File: src/rtl/fsa_pkg.sv
package fsa_pkg;

    typedef enum logic [2:0] {
        OP_OPEN   = 3'd0,
        OP_CLOSE  = 3'd1,
        OP_SELECT = 3'd2,
        OP_READ   = 3'd3,
        OP_WRITE  = 3'd4,
        OP_ERASE  = 3'd5,
        OP_REG_RD = 3'd6,
        OP_REG_WR = 3'd7
    } fsa_op_e;

    typedef enum logic [2:0] {
        ST_OK        = 3'd0,
        ST_NOT_OWNER = 3'd1,
        ST_SEQ       = 3'd2,
        ST_LEN       = 3'd3,
        ST_CONFIG    = 3'd4
    } fsa_status_e;

    typedef enum logic [1:0] {
        S_IDLE   = 2'd0,
        S_ENGINE = 2'd1,
        S_RESP   = 2'd2
    } fsa_state_e;

    // Outcome of checking one command against the session state.
    typedef struct packed {
        fsa_status_e status;
        logic        grant;   // take ownership
        logic        rel;     // drop ownership
        logic        select;  // latch chip-select line
        logic        start;   // hand to flash engine
    } fsa_decision_t;

    function automatic logic is_data_op(input fsa_op_e op);
        return op inside {OP_READ, OP_WRITE, OP_ERASE, OP_REG_RD, OP_REG_WR};
    endfunction

    function automatic logic sector_ok(input logic [31:0] kb);
        return (kb == 32'd4) || (kb == 32'd32) || (kb == 32'd64);
    endfunction

endpackage

File: src/rtl/fsa_cmd_check.sv
module fsa_cmd_check
    import fsa_pkg::*;
#(
    parameter int CLIENT_W       = 2,
    parameter int NUM_CS         = 4,
    parameter int MAX_XFER_WORDS = 1024,
    parameter int MAX_REG_BYTES  = 8,
    parameter int WORDS_W        = 11
) (
    input  logic [CLIENT_W-1:0] client,
    input  fsa_op_e             op,
    input  logic [31:0]         arg,
    input  logic                cfg_busy,
    input  logic                owned,
    input  logic [CLIENT_W-1:0] owner,
    input  logic                sel_done,
    output fsa_decision_t       dec,
    output logic [WORDS_W-1:0]  words
);

    logic len_ok;

    always_comb begin
        case (op)
            OP_READ, OP_WRITE:     len_ok = (arg != 32'd0) && (arg <= 32'(MAX_XFER_WORDS));
            OP_ERASE:              len_ok = sector_ok(arg);
            OP_REG_RD, OP_REG_WR:  len_ok = (arg != 32'd0) && (arg <= 32'(MAX_REG_BYTES));
            default:               len_ok = 1'b0;
        endcase
    end

    always_comb begin
        dec.status = ST_OK;
        dec.grant  = 1'b0;
        dec.rel    = 1'b0;
        dec.select = 1'b0;
        dec.start  = 1'b0;
        words      = '0;
        if (op == OP_OPEN) begin
            if (owned)         dec.status = ST_NOT_OWNER;
            else if (cfg_busy) dec.status = ST_CONFIG;
            else               dec.grant  = 1'b1;
        end else if (!owned || (client != owner)) begin
            dec.status = ST_NOT_OWNER;
        end else if (op == OP_CLOSE) begin
            dec.rel = 1'b1;
        end else if (op == OP_SELECT) begin
            if (arg >= 32'(NUM_CS)) dec.status = ST_LEN;
            else                    dec.select = 1'b1;
        end else if (is_data_op(op)) begin
            if (!sel_done)     dec.status = ST_SEQ;
            else if (cfg_busy) dec.status = ST_CONFIG;
            else if (!len_ok)  dec.status = ST_LEN;
            else begin
                dec.start = 1'b1;
                if (op == OP_READ)       words = WORDS_W'(arg);
                else if (op == OP_REG_RD) words = WORDS_W'((arg + 32'd3) >> 2);
            end
        end
    end

endmodule

File: src/rtl/fsa_owner_lock.sv
module fsa_owner_lock #(
    parameter int CLIENT_W = 2,
    parameter int NUM_CS   = 4,
    parameter int CS_W     = 2
) (
    input  logic                clk,
    input  logic                rst,
    input  logic                accept,
    input  logic                grant,
    input  logic                rel,
    input  logic                select,
    input  logic [CLIENT_W-1:0] client,
    input  logic [CS_W-1:0]     sel_idx,
    output logic                owned,
    output logic [CLIENT_W-1:0] owner,
    output logic                sel_done,
    output logic [NUM_CS-1:0]   cs_n
);

    logic [NUM_CS-1:0] cs_hit;

    for (genvar i = 0; i < NUM_CS; i++) begin : g_cs
        assign cs_hit[i] = (sel_idx == CS_W'(i));
    end

    always_ff @(posedge clk) begin
        if (rst) begin
            owned    <= 1'b0;
            owner    <= '0;
            sel_done <= 1'b0;
            cs_n     <= '1;
        end else if (accept) begin
            if (grant) begin
                owned    <= 1'b1;
                owner    <= client;
                sel_done <= 1'b0;
            end else if (rel) begin
                owned    <= 1'b0;
                sel_done <= 1'b0;
                cs_n     <= '1;
            end else if (select) begin
                sel_done <= 1'b1;
                cs_n     <= ~cs_hit;
            end
        end
    end

    AST_CS_ONEHOT: assert property (@(posedge clk) disable iff (rst)
        $onehot0(~cs_n)) else $error("more than one chip select low");

    AST_CS_FREE_HIGH: assert property (@(posedge clk) disable iff (rst)
        !owned |-> (&cs_n)) else $error("chip select low without owner");

    AST_OWNER_HELD: assert property (@(posedge clk) disable iff (rst)
        (owned && !(accept && rel)) |=> (owned && $stable(owner)))
        else $error("ownership moved without close");

endmodule

File: src/rtl/flash_session_arbiter.sv
module flash_session_arbiter
    import fsa_pkg::*;
#(
    parameter int NUM_CLIENTS    = 4,
    parameter int NUM_CS         = 4,
    parameter int MAX_XFER_WORDS = 1024,
    parameter int MAX_REG_BYTES  = 8,
    localparam int CLIENT_W      = $clog2(NUM_CLIENTS),
    localparam int CS_W          = $clog2(NUM_CS),
    localparam int WORDS_W       = $clog2(MAX_XFER_WORDS + 1)
) (
    input  logic                clk,
    input  logic                rst,
    input  logic                cmd_valid,
    output logic                cmd_ready,
    input  logic [CLIENT_W-1:0] cmd_client,
    input  logic [2:0]          cmd_op,
    input  logic [31:0]         cmd_arg,
    input  logic                cfg_busy,
    output logic                rsp_valid,
    input  logic                rsp_ready,
    output logic [2:0]          rsp_status,
    output logic [WORDS_W-1:0]  rsp_words,
    output logic [NUM_CS-1:0]   flash_cs_n,
    output logic                flash_busy,
    output logic                eng_start,
    input  logic                eng_done
);

    fsa_state_e         state;
    fsa_status_e        status_q;
    logic [WORDS_W-1:0] words_q;
    logic               start_q;
    fsa_decision_t      dec;
    logic [WORDS_W-1:0] words_d;
    logic               owned, sel_done, accept;
    logic [CLIENT_W-1:0] owner;

    assign cmd_ready = (state == S_IDLE);
    assign accept    = cmd_valid && cmd_ready;

    fsa_cmd_check #(
        .CLIENT_W(CLIENT_W), .NUM_CS(NUM_CS), .MAX_XFER_WORDS(MAX_XFER_WORDS),
        .MAX_REG_BYTES(MAX_REG_BYTES), .WORDS_W(WORDS_W)
    ) u_check (
        .client(cmd_client), .op(fsa_op_e'(cmd_op)), .arg(cmd_arg),
        .cfg_busy(cfg_busy), .owned(owned), .owner(owner), .sel_done(sel_done),
        .dec(dec), .words(words_d)
    );

    fsa_owner_lock #(.CLIENT_W(CLIENT_W), .NUM_CS(NUM_CS), .CS_W(CS_W)) u_lock (
        .clk(clk), .rst(rst), .accept(accept), .grant(dec.grant), .rel(dec.rel),
        .select(dec.select), .client(cmd_client), .sel_idx(cmd_arg[CS_W-1:0]),
        .owned(owned), .owner(owner), .sel_done(sel_done), .cs_n(flash_cs_n)
    );

    always_ff @(posedge clk) begin
        if (rst) begin
            state    <= S_IDLE;
            status_q <= ST_OK;
            words_q  <= '0;
            start_q  <= 1'b0;
        end else begin
            start_q <= 1'b0;
            case (state)
                S_IDLE: if (accept) begin
                    status_q <= dec.status;
                    words_q  <= words_d;
                    if (dec.start) begin
                        state   <= S_ENGINE;
                        start_q <= 1'b1;
                    end else begin
                        state <= S_RESP;
                    end
                end
                S_ENGINE: if (eng_done) state <= S_RESP;
                S_RESP:   if (rsp_ready) state <= S_IDLE;
                default:  state <= S_IDLE;
            endcase
        end
    end

    assign rsp_valid  = (state == S_RESP);
    assign rsp_status = status_q;
    assign rsp_words  = words_q;
    assign flash_busy = (state == S_ENGINE);
    assign eng_start  = start_q;

    AST_RSP_HELD: assert property (@(posedge clk) disable iff (rst)
        (rsp_valid && !rsp_ready) |=> (rsp_valid && $stable(rsp_status) && !cmd_ready))
        else $error("response dropped before taken");

    AST_START_NEEDS_SEL: assert property (@(posedge clk) disable iff (rst)
        eng_start |-> (owned && sel_done)) else $error("engine started without select");

    AST_START_PULSE: assert property (@(posedge clk) disable iff (rst)
        eng_start |=> !eng_start) else $error("start longer than one cycle");

    AST_START_NOT_CONFIG: assert property (@(posedge clk) disable iff (rst)
        eng_start |-> !$past(cfg_busy)) else $error("engine started while configuring");

endmodule

File: config.mk
export PLATFORM = sky130hd
export DESIGN_NAME = flash_session_arbiter
export DESIGN_NICKNAME = d
export VERILOG_FILES = /design/src/rtl/fsa_pkg.sv /design/src/rtl/fsa_cmd_check.sv /design/src/rtl/fsa_owner_lock.sv /design/src/rtl/flash_session_arbiter.sv
export SDC_FILE = /design/constraint.sdc
export NUM_CORES = 1
export LEC_CHECK = 0
export ABC_CLOCK_PERIOD_IN_PS = 1550
export BUFFER_PORTS_ARGS = -buffer_cell sky130_fd_sc_hd__buf_4
export CAP_MARGIN = 20
export CORE_MARGIN = 3
export CORE_UTILIZATION = 32
export CTS_BUF_LIST = sky130_fd_sc_hd__clkbuf_8
export DETAILED_ROUTE_END_ITERATION = 12
export MAX_ROUTING_LAYER = met4
export RECOVER_POWER = 100
export SYNTH_ARGS = -nofsm -noshare
export SYNTH_HDL_FRONTEND = slang
export SYNTH_SLANG_ARGS = --single-unit
File: constraint.sdc
create_clock -name clk -period 1.55 [get_ports clk]
set_input_delay 0.2325 -clock clk [delete_from_list [all_inputs] [get_ports clk]]
set_output_delay 0.2325 -clock clk [all_outputs]
set_load 0.1 [all_outputs]
# Word level (Yosys, flattened, before mapping)

Cells that the tools add are included.

$add $sub $neg: 1
Multipliers: 0
Divide/modulo/power cells: 0
Order comparisons: 3
Equality and inequality tests: 19
Shift operators: 0
Mux-type cells: 49
Bitwise gates (word level): 4
Reductions and logical operators: 24

Operators with widths:

| operator                                                                | number |
|---|---|
| 11-bit two-way mux                                                      | 10 |
| 3-bit two-way mux                                                       | 11 |
| 32-bit by 3-bit == test with 1-bit output, second input constant        | 1 |
| 32-bit by 6-bit == test with 1-bit output, second input constant        | 1 |
| 32-bit by 7-bit == test with 1-bit output, second input constant        | 1 |
| 32-bit by 3-bit >= comparator with 1-bit output, second input constant  | 1 |
| 32-bit by 11-bit <= comparator with 1-bit output, second input constant | 1 |
| 32-bit by 4-bit <= comparator with 1-bit output, second input constant  | 1 |
| 32-bit nonzero test                                                     | 1 |
| 1-bit two-way mux                                                       | 17 |
| 2-bit two-way mux                                                       | 7 |
| 13-bit by 2-bit adder with 13-bit output, second input constant         | 1 |
| 3-bit == test, second input constant                                    | 4 |
| 4-bit two-way mux                                                       | 2 |
| 2-bit AND reduction                                                     | 4 |
| 2-bit == test, second input constant                                    | 3 |
| 3-bit by 2-bit == test with 1-bit output, second input constant         | 2 |
| 2-bit by 1-bit != test with 1-bit output, second input constant         | 3 |
| 2-bit case mux with 3 select lines                                      | 1 |
| 3-bit AND reduction                                                     | 2 |
| 5-bit nonzero test                                                      | 1 |
| 2-bit by 1-bit == test with 1-bit output, second input constant         | 2 |
| 2-bit zero test                                                         | 2 |
| 4-bit NOT                                                               | 1 |
| 12 further kinds                                                        | 20 |

Register bits: 25
Bits in latches: 0
Bits in writable memories: 0
Memory bits (read-only): 0
Input bits: 43
Output and inout bits: 22
Logic and storage cells: 108
Memories kept: 0

# Longest topological paths before layout

Word-level depth: 15
Gate-level depth with buffers: 7

# Modules after synthesis

Synthesis repeated with hierarchy kept, for this count alone.

Cells, all modules: 248
Area, all modules: 1951.9 um2

Modules (own cells, without submodules):

| module                | instances | cells an instance | area an instance (um2) | sequential area each (um2) |
|---|---|---|---|---|
| fsa_cmd_check         | 1         | 134               | 835.8                  | 0.0 |
| flash_session_arbiter | 1         | 76                | 778.2                  | 340.3 |
| fsa_owner_lock        | 1         | 38                | 337.8                  | 160.2 |

# Worst setup path after synthesis

No wires, ideal clock.

Path kind: reg-to-reg
Start point: register state[1]
End point: register u_lock.sel_done
Data arrival time: 2.868 ns
Setup slack: -1.437 ns
Stages on the path, launching flop included: 7
Period minus slack after synthesis: 2.987 ns
Cell sequence: dfxtp_1 -> nor2_1 -> nand2_1 -> or3_1 -> buf_2 -> nor2b_1 -> o221a_2

Word-level cells in the longest chain between the ends: 3

Ends and longest elaborated chain:

| item                                 | RTL line                    | source |
|---|---|---|
| from (decl)                          | flash_session_arbiter.sv:30 | `fsa_state_e state;` |
| from (signal assigned)               | flash_session_arbiter.sv:59 | `state <= S_IDLE;` |
| from (signal assigned)               | flash_session_arbiter.sv:70 | `state <= S_ENGINE;` |
| from (signal assigned)               | flash_session_arbiter.sv:73 | `state <= S_RESP;` |
| 2-bit zero test                      | flash_session_arbiter.sv:39 | `assign cmd_ready = (state == S_IDLE);` |
| named net cmd_ready                  | flash_session_arbiter.sv:15 | `output logic cmd_ready,` |
| 1-bit logical AND                    | flash_session_arbiter.sv:40 | `assign accept = cmd_valid && cmd_ready;` |
| 2-bit AND reduction (no source line) | -                           |  |
| to (signal assigned)                 | fsa_owner_lock.sv:36        | `sel_done <= 1'b0;` |
| to (signal assigned)                 | fsa_owner_lock.sv:39        | `sel_done <= 1'b0;` |
| to (signal assigned)                 | fsa_owner_lock.sv:42        | `sel_done <= 1'b1;` |
| to (decl)                            | fsa_owner_lock.sv:16        | `output logic sel_done,` |

The timed path passes the listed nets, and every way through them passes these cells.
A chain may end at the register's enable or synchronous reset.

# Worst setup path after layout

Start point: register u_lock.owned
End point: register u_lock.sel_done

Word-level cells in the longest chain between the ends: 6

Ends and longest elaborated chain:

| item                                                                             | RTL line             | source |
|---|---|---|
| from (decl)                                                                      | fsa_owner_lock.sv:14 | `output logic owned,` |
| from (signal assigned)                                                           | fsa_owner_lock.sv:28 | `owned <= 1'b0;` |
| from (signal assigned)                                                           | fsa_owner_lock.sv:34 | `owned <= 1'b1;` |
| from (signal assigned)                                                           | fsa_owner_lock.sv:38 | `owned <= 1'b0;` |
| 1-bit zero test                                                                  | fsa_cmd_check.sv:43  | `end else if (!owned \|\| (client != owner)) begin` |
| 1-bit logical OR                                                                 | fsa_cmd_check.sv:43  |  |
| 3-bit two-way mux                                                                | fsa_cmd_check.sv:43  |  |
| 3-bit two-way mux                                                                | fsa_cmd_check.sv:39  | `if (op == OP_OPEN) begin` |
| 3-bit nonzero test (no source line) / 1-bit two-way mux (equally long branches)  | -                    |  |
| 2-bit AND reduction (no source line) / 1-bit two-way mux (equally long branches) | -                    |  |
| to (signal assigned)                                                             | fsa_owner_lock.sv:30 | `sel_done <= 1'b0;` |
| to (signal assigned)                                                             | fsa_owner_lock.sv:36 |  |
| to (signal assigned)                                                             | fsa_owner_lock.sv:39 |  |

Several ways; a longest one is shown, not always the timed one.

==> flow_metrics.py <==
metrics = {
    "status": {
        "status": "finished with violations",
        "violations": "negative setup slack",
    },
    "synthesis": {
        "synth_seq_area_share_pct": 27.8,
        "synth_compound_area_share_pct": 26.6,
        "netlist_top_cells_area": "dfxtp_1, o31ai_2, nand2_1",
        "ys_async_sr_fraction_pct": 0,
        "ys_ff_latch": 25,
        "synthesis.area_sq_um": 1800,
        "synth-simple-area-share_pct": 30.7,
        "synth.top_cell.area_share_pct": 27.8,
        "synthDistinctLibCells": 61,
        "synth_edf_count": 0,
        "ys.warnings.count": 0,
        "yosysTopAreaCell": "dfxtp_1",
        "synth_mux_area_share_pct": 4.44,
        "ys.flop_type": "dfxtp_1",
        "synth-xor-area-share_pct": 3.89,
        "syn-mean-instance-area_sq_um": 8.39,
        "synthAdderAreaFrac_pct": 0,
        "syn_nets": 258,
        "synth_top_family_by_area": "simple AND/OR/NAND/NOR gates",
        "synthCells": 215,
    },
    "global_route": {
        "grt_antenna_before_repair": 0,
        "track_usage_pct": 17.7,
        "grt_max_degree": 14,
        "grt_first_pass_wirelength_um": 9090,
        "gr-total-overflow": 0,
        "grt_pass1_vias": 1962,
    },
    "drt": {
        "drt_wl_total_um": 5580,
        "drt-initial-drc-count": 77,
        "routedWlPerCell_um": 14.3,
        "vias_per_cell": 5.26,
        "vias": 2046,
        "dr.pass1.iters": 4,
        "drcViolationCount": 0,
        "ant_nets": 0,
    },
    "setup_path": {
        "crit_chain": "or4_4 > or3_4 > nor2b_4 > o221a_2",
        "cp_slowest_stage_delay_ns": 0.53,
        "worstPathMaxFanout": 4,
        "start_kind": "register",
        "path_class": "register to register",
        "slowest_stage": "or4_4",
        "cp.required_ns": 1.72,
        "cp-end-kind": "register",
        "worstPathArrival_ns": 1.75,
    },
    "clock_tree": {
        "cts_made_buffers": 3,
        "cts-root-buf": "clkbuf_8",
        "htree_num_levels": 1,
        "hold_buffers": 0,
        "cts_sinks": 25,
        "insertion_delay_ns": 0.27,
        "cts_buffer_depth": 2,
        "clkTransAtPathRegs_ns": 0.09,
        "cts_tree": "done",
    },
    "floorplan": {
        "rows": 26,
        "num_io_pins": 65,
        "start_util_pct": 34.2,
        "die_height_um": 81.1,
        "die_w_um": 81.1,
        "die-area_sq_um": 6570,
        "coreArea_sq_um": 5270,
    },
    "layout": {
        "n_antenna_cell": 0,
        "num-fill-cells": 526,
        "finish.utilization_pct": 53.1,
        "layout-drive-gt1-share_pct": 51.1,
        "nNetsFinal": 363,
        "syn_to_final_growth_pct": 55.1,
    },
    "power": {
        "switching_share_pct": 29.9,
        "p_int_mw": 1.04,
        "pwr-share-seq_pct": 44.0,
        "power_density_nw_per_um2": 531,
        "pwr-share-clk_pct": 26.0,
        "worst_ir_drop_vdd_v": 0.000339,
        "combPwrFrac_pct": 30.0,
        "netSwitchingPower_mw": 0.444,
        "p_leak_nw": 1.17,
    },
    "sta": {
        "worst_slack_ns": -0.0327,
        "max_slew.worst_pin.slew_ns": 0.551,
        "grt_setup_unrepaired": "yes",
        "fin_crit_sh_pct": 102,
        "setup_viol": 1,
        "slew_headroom_pct": 63.4,
        "hold_viol_final": 0,
        "fmax_ghz": 0.632,
        "fin_crit_ns": 1.58,
        "fin_worst_skew_ns": 0.00223,
        "drv_slew": 0,
    },
    "run": {
        "cap_violations": 0,
    },
    "placed_design": {
        "gp_congestion": 0.880,
        "portBuffers": 64,
        "place_ws_ns": -0.281,
        "dpl.hpwl_um": 4410,
    },
    "min_path": {
        "hold_path_class": "primary input to register",
    },
}
synthesized netlist by cell type, types with 2 or more instances:
cell type / number
a32oi_1: 3
mux2i_1: 8
o31ai_2: 8
nand2b_1: 2
nor2_1: 18
o31ai_1: 3
a21oi_1: 6
a22oi_1: 4
o21ai_0: 4
nor4_2: 2
nand4_1: 5
o211ai_1: 2
nor3_1: 6
xor2_1: 2
and4_4: 2
dfxtp_1: 25
a31oi_1: 3
nor4_1: 6
a41oi_1: 3
a22o_1: 2
buf_2: 11
o21a_1: 2
nor3b_1: 2
nor2b_1: 5
nand3_1: 4
inv_1: 6
nor4b_1: 2
clkbuf_1: 3
nand4b_1: 2
nor2_2: 2
xnor2_1: 6
o21ai_1: 2
nand2_1: 22
nand4_2: 2
nand3b_1: 3
buf_6: 2
state kept, by name, indices dropped and copies added, names as in the netlist:
register / cells
rsp_words: 11
u_lock.cs_n: 4
rsp_status: 3
state: 2
u_lock.owner: 2
eng_start: 1
u_lock.owned: 1
u_lock.sel_done: 1
layer usage:
metal	wire length (um)	GRT usage, %
met3	259	3.33
met2	2780	29.4
met5	0	-
met1	2480	22.6
met4	64	3.21
power by group through the flow:
| stage | sequential, mW | clock (mW) | combinational, mW |
|---|---|---|---|
| global route | 0.654 | 0.432 | 0.482 |
| floorplan | 0.685 | 0 | 0.196 |
| detailed placement | 0.667 | 0 | 0.423 |
| CTS | 0.653 | 0.413 | 0.427 |
| finish | 0.654 | 0.386 | 0.445 |
| global placement | 0.667 | 0 | 0.420 |
stage by stage:
step	std cells	power [mW]	area [sq um]	hold WS (ns)	setup TNS, ns
3_5_place_dp	383	1.09	2680	0.445	-4.09
5_1_grt	389	1.57	2800	0.163	-0.706
3_3_place_gp	383	1.09	2680	0.445	-3.67
6_report	389	1.49	2800	0.175	-0.0327
4_1_cts	387	1.49	2750	0.161	-0.0304
2_1_floorplan	215	0.882	1840	0.333	-4.47
kinds of logic after synthesis:
group | count (synthesis)
xor gates and xnor gates | 8
and+or+nand+nor | 93
muxes | 8
AOI/OAI and AO/OA | 58
buffers and inverters | 23
DFF | 25
path summary, 6_finish.rpt:
path,startpoint,to,slack [ns],cells after the start
max,u_lock.owned$_SDFFE_PP0P_,u_lock.sel_done$_SDFFE_PP0P_,-0.03,4
min,cfg_busy,rsp_status[1]$_SDFFE_PP0P_,0.17,2
max reg2reg,u_lock.owned$_SDFFE_PP0P_,u_lock.sel_done$_SDFFE_PP0P_,-0.03,4
min reg2reg,rsp_status[2]$_SDFFE_PP0P_,rsp_status[2]$_SDFFE_PP0P_,0.46,2
final cells by class:
cell class / instances / area [sq um] / share of cell area, %
Clock buffer: 3 / 41.3 / 1.48
Clock inverter: 1 / 3.75 / 0.134
Inverter: 6 / 22.5 / 0.805
Multi-Input combinational cell: 167 / 1300 / 46.6
Sequential cell: 25 / 507 / 18.1
Tap cell: 70 / 87.6 / 3.13
Timing Repair Buffer: 117 / 831 / 29.7
what timing repair did:
| action | CTS | global route |
|---|---|---|
| endpoints found under the setup margin | 13 | 21 |
| gates cloned | 0 | 0 |
| pin swaps | 0 | 8 |
| buffers inserted | 0 | 2 |
| resized for setup | 3 | 19 |
worst max-delay path: cells and delay by family (launching register included):
kind | cells | cell delay, ns
DFF | 1 | 0.33
AOI/OAI and AO/OA | 1 | 0.11
and+or+nand+nor | 3 | 1.05
cells in the final DEF, fill, tap and decap left out, types with 3 or more instances in the layout:
| cell type | instances |
|---|---|
| nand3_1 | 4 |
| clkbuf_2 | 19 |
| nor2b_2 | 3 |
| nor3_1 | 6 |
| nand4_1 | 6 |
| a31oi_1 | 3 |
| nand3b_1 | 3 |
| a21oi_1 | 6 |
| o21ai_0 | 4 |
| buf_4 | 94 |
| o31ai_2 | 10 |
| nor4_1 | 4 |
| clkbuf_4 | 4 |
| dfxtp_1 | 20 |
| inv_1 | 7 |
| xnor2_1 | 4 |
| nor4_2 | 4 |
| nand2_1 | 21 |
| dfxtp_2 | 5 |
| clkbuf_8 | 3 |
| a22oi_1 | 4 |
| mux2i_1 | 8 |
| nor2_1 | 17 |
| a32oi_1 | 3 |
Note: power is estimated with default switching activity, not from simulation.
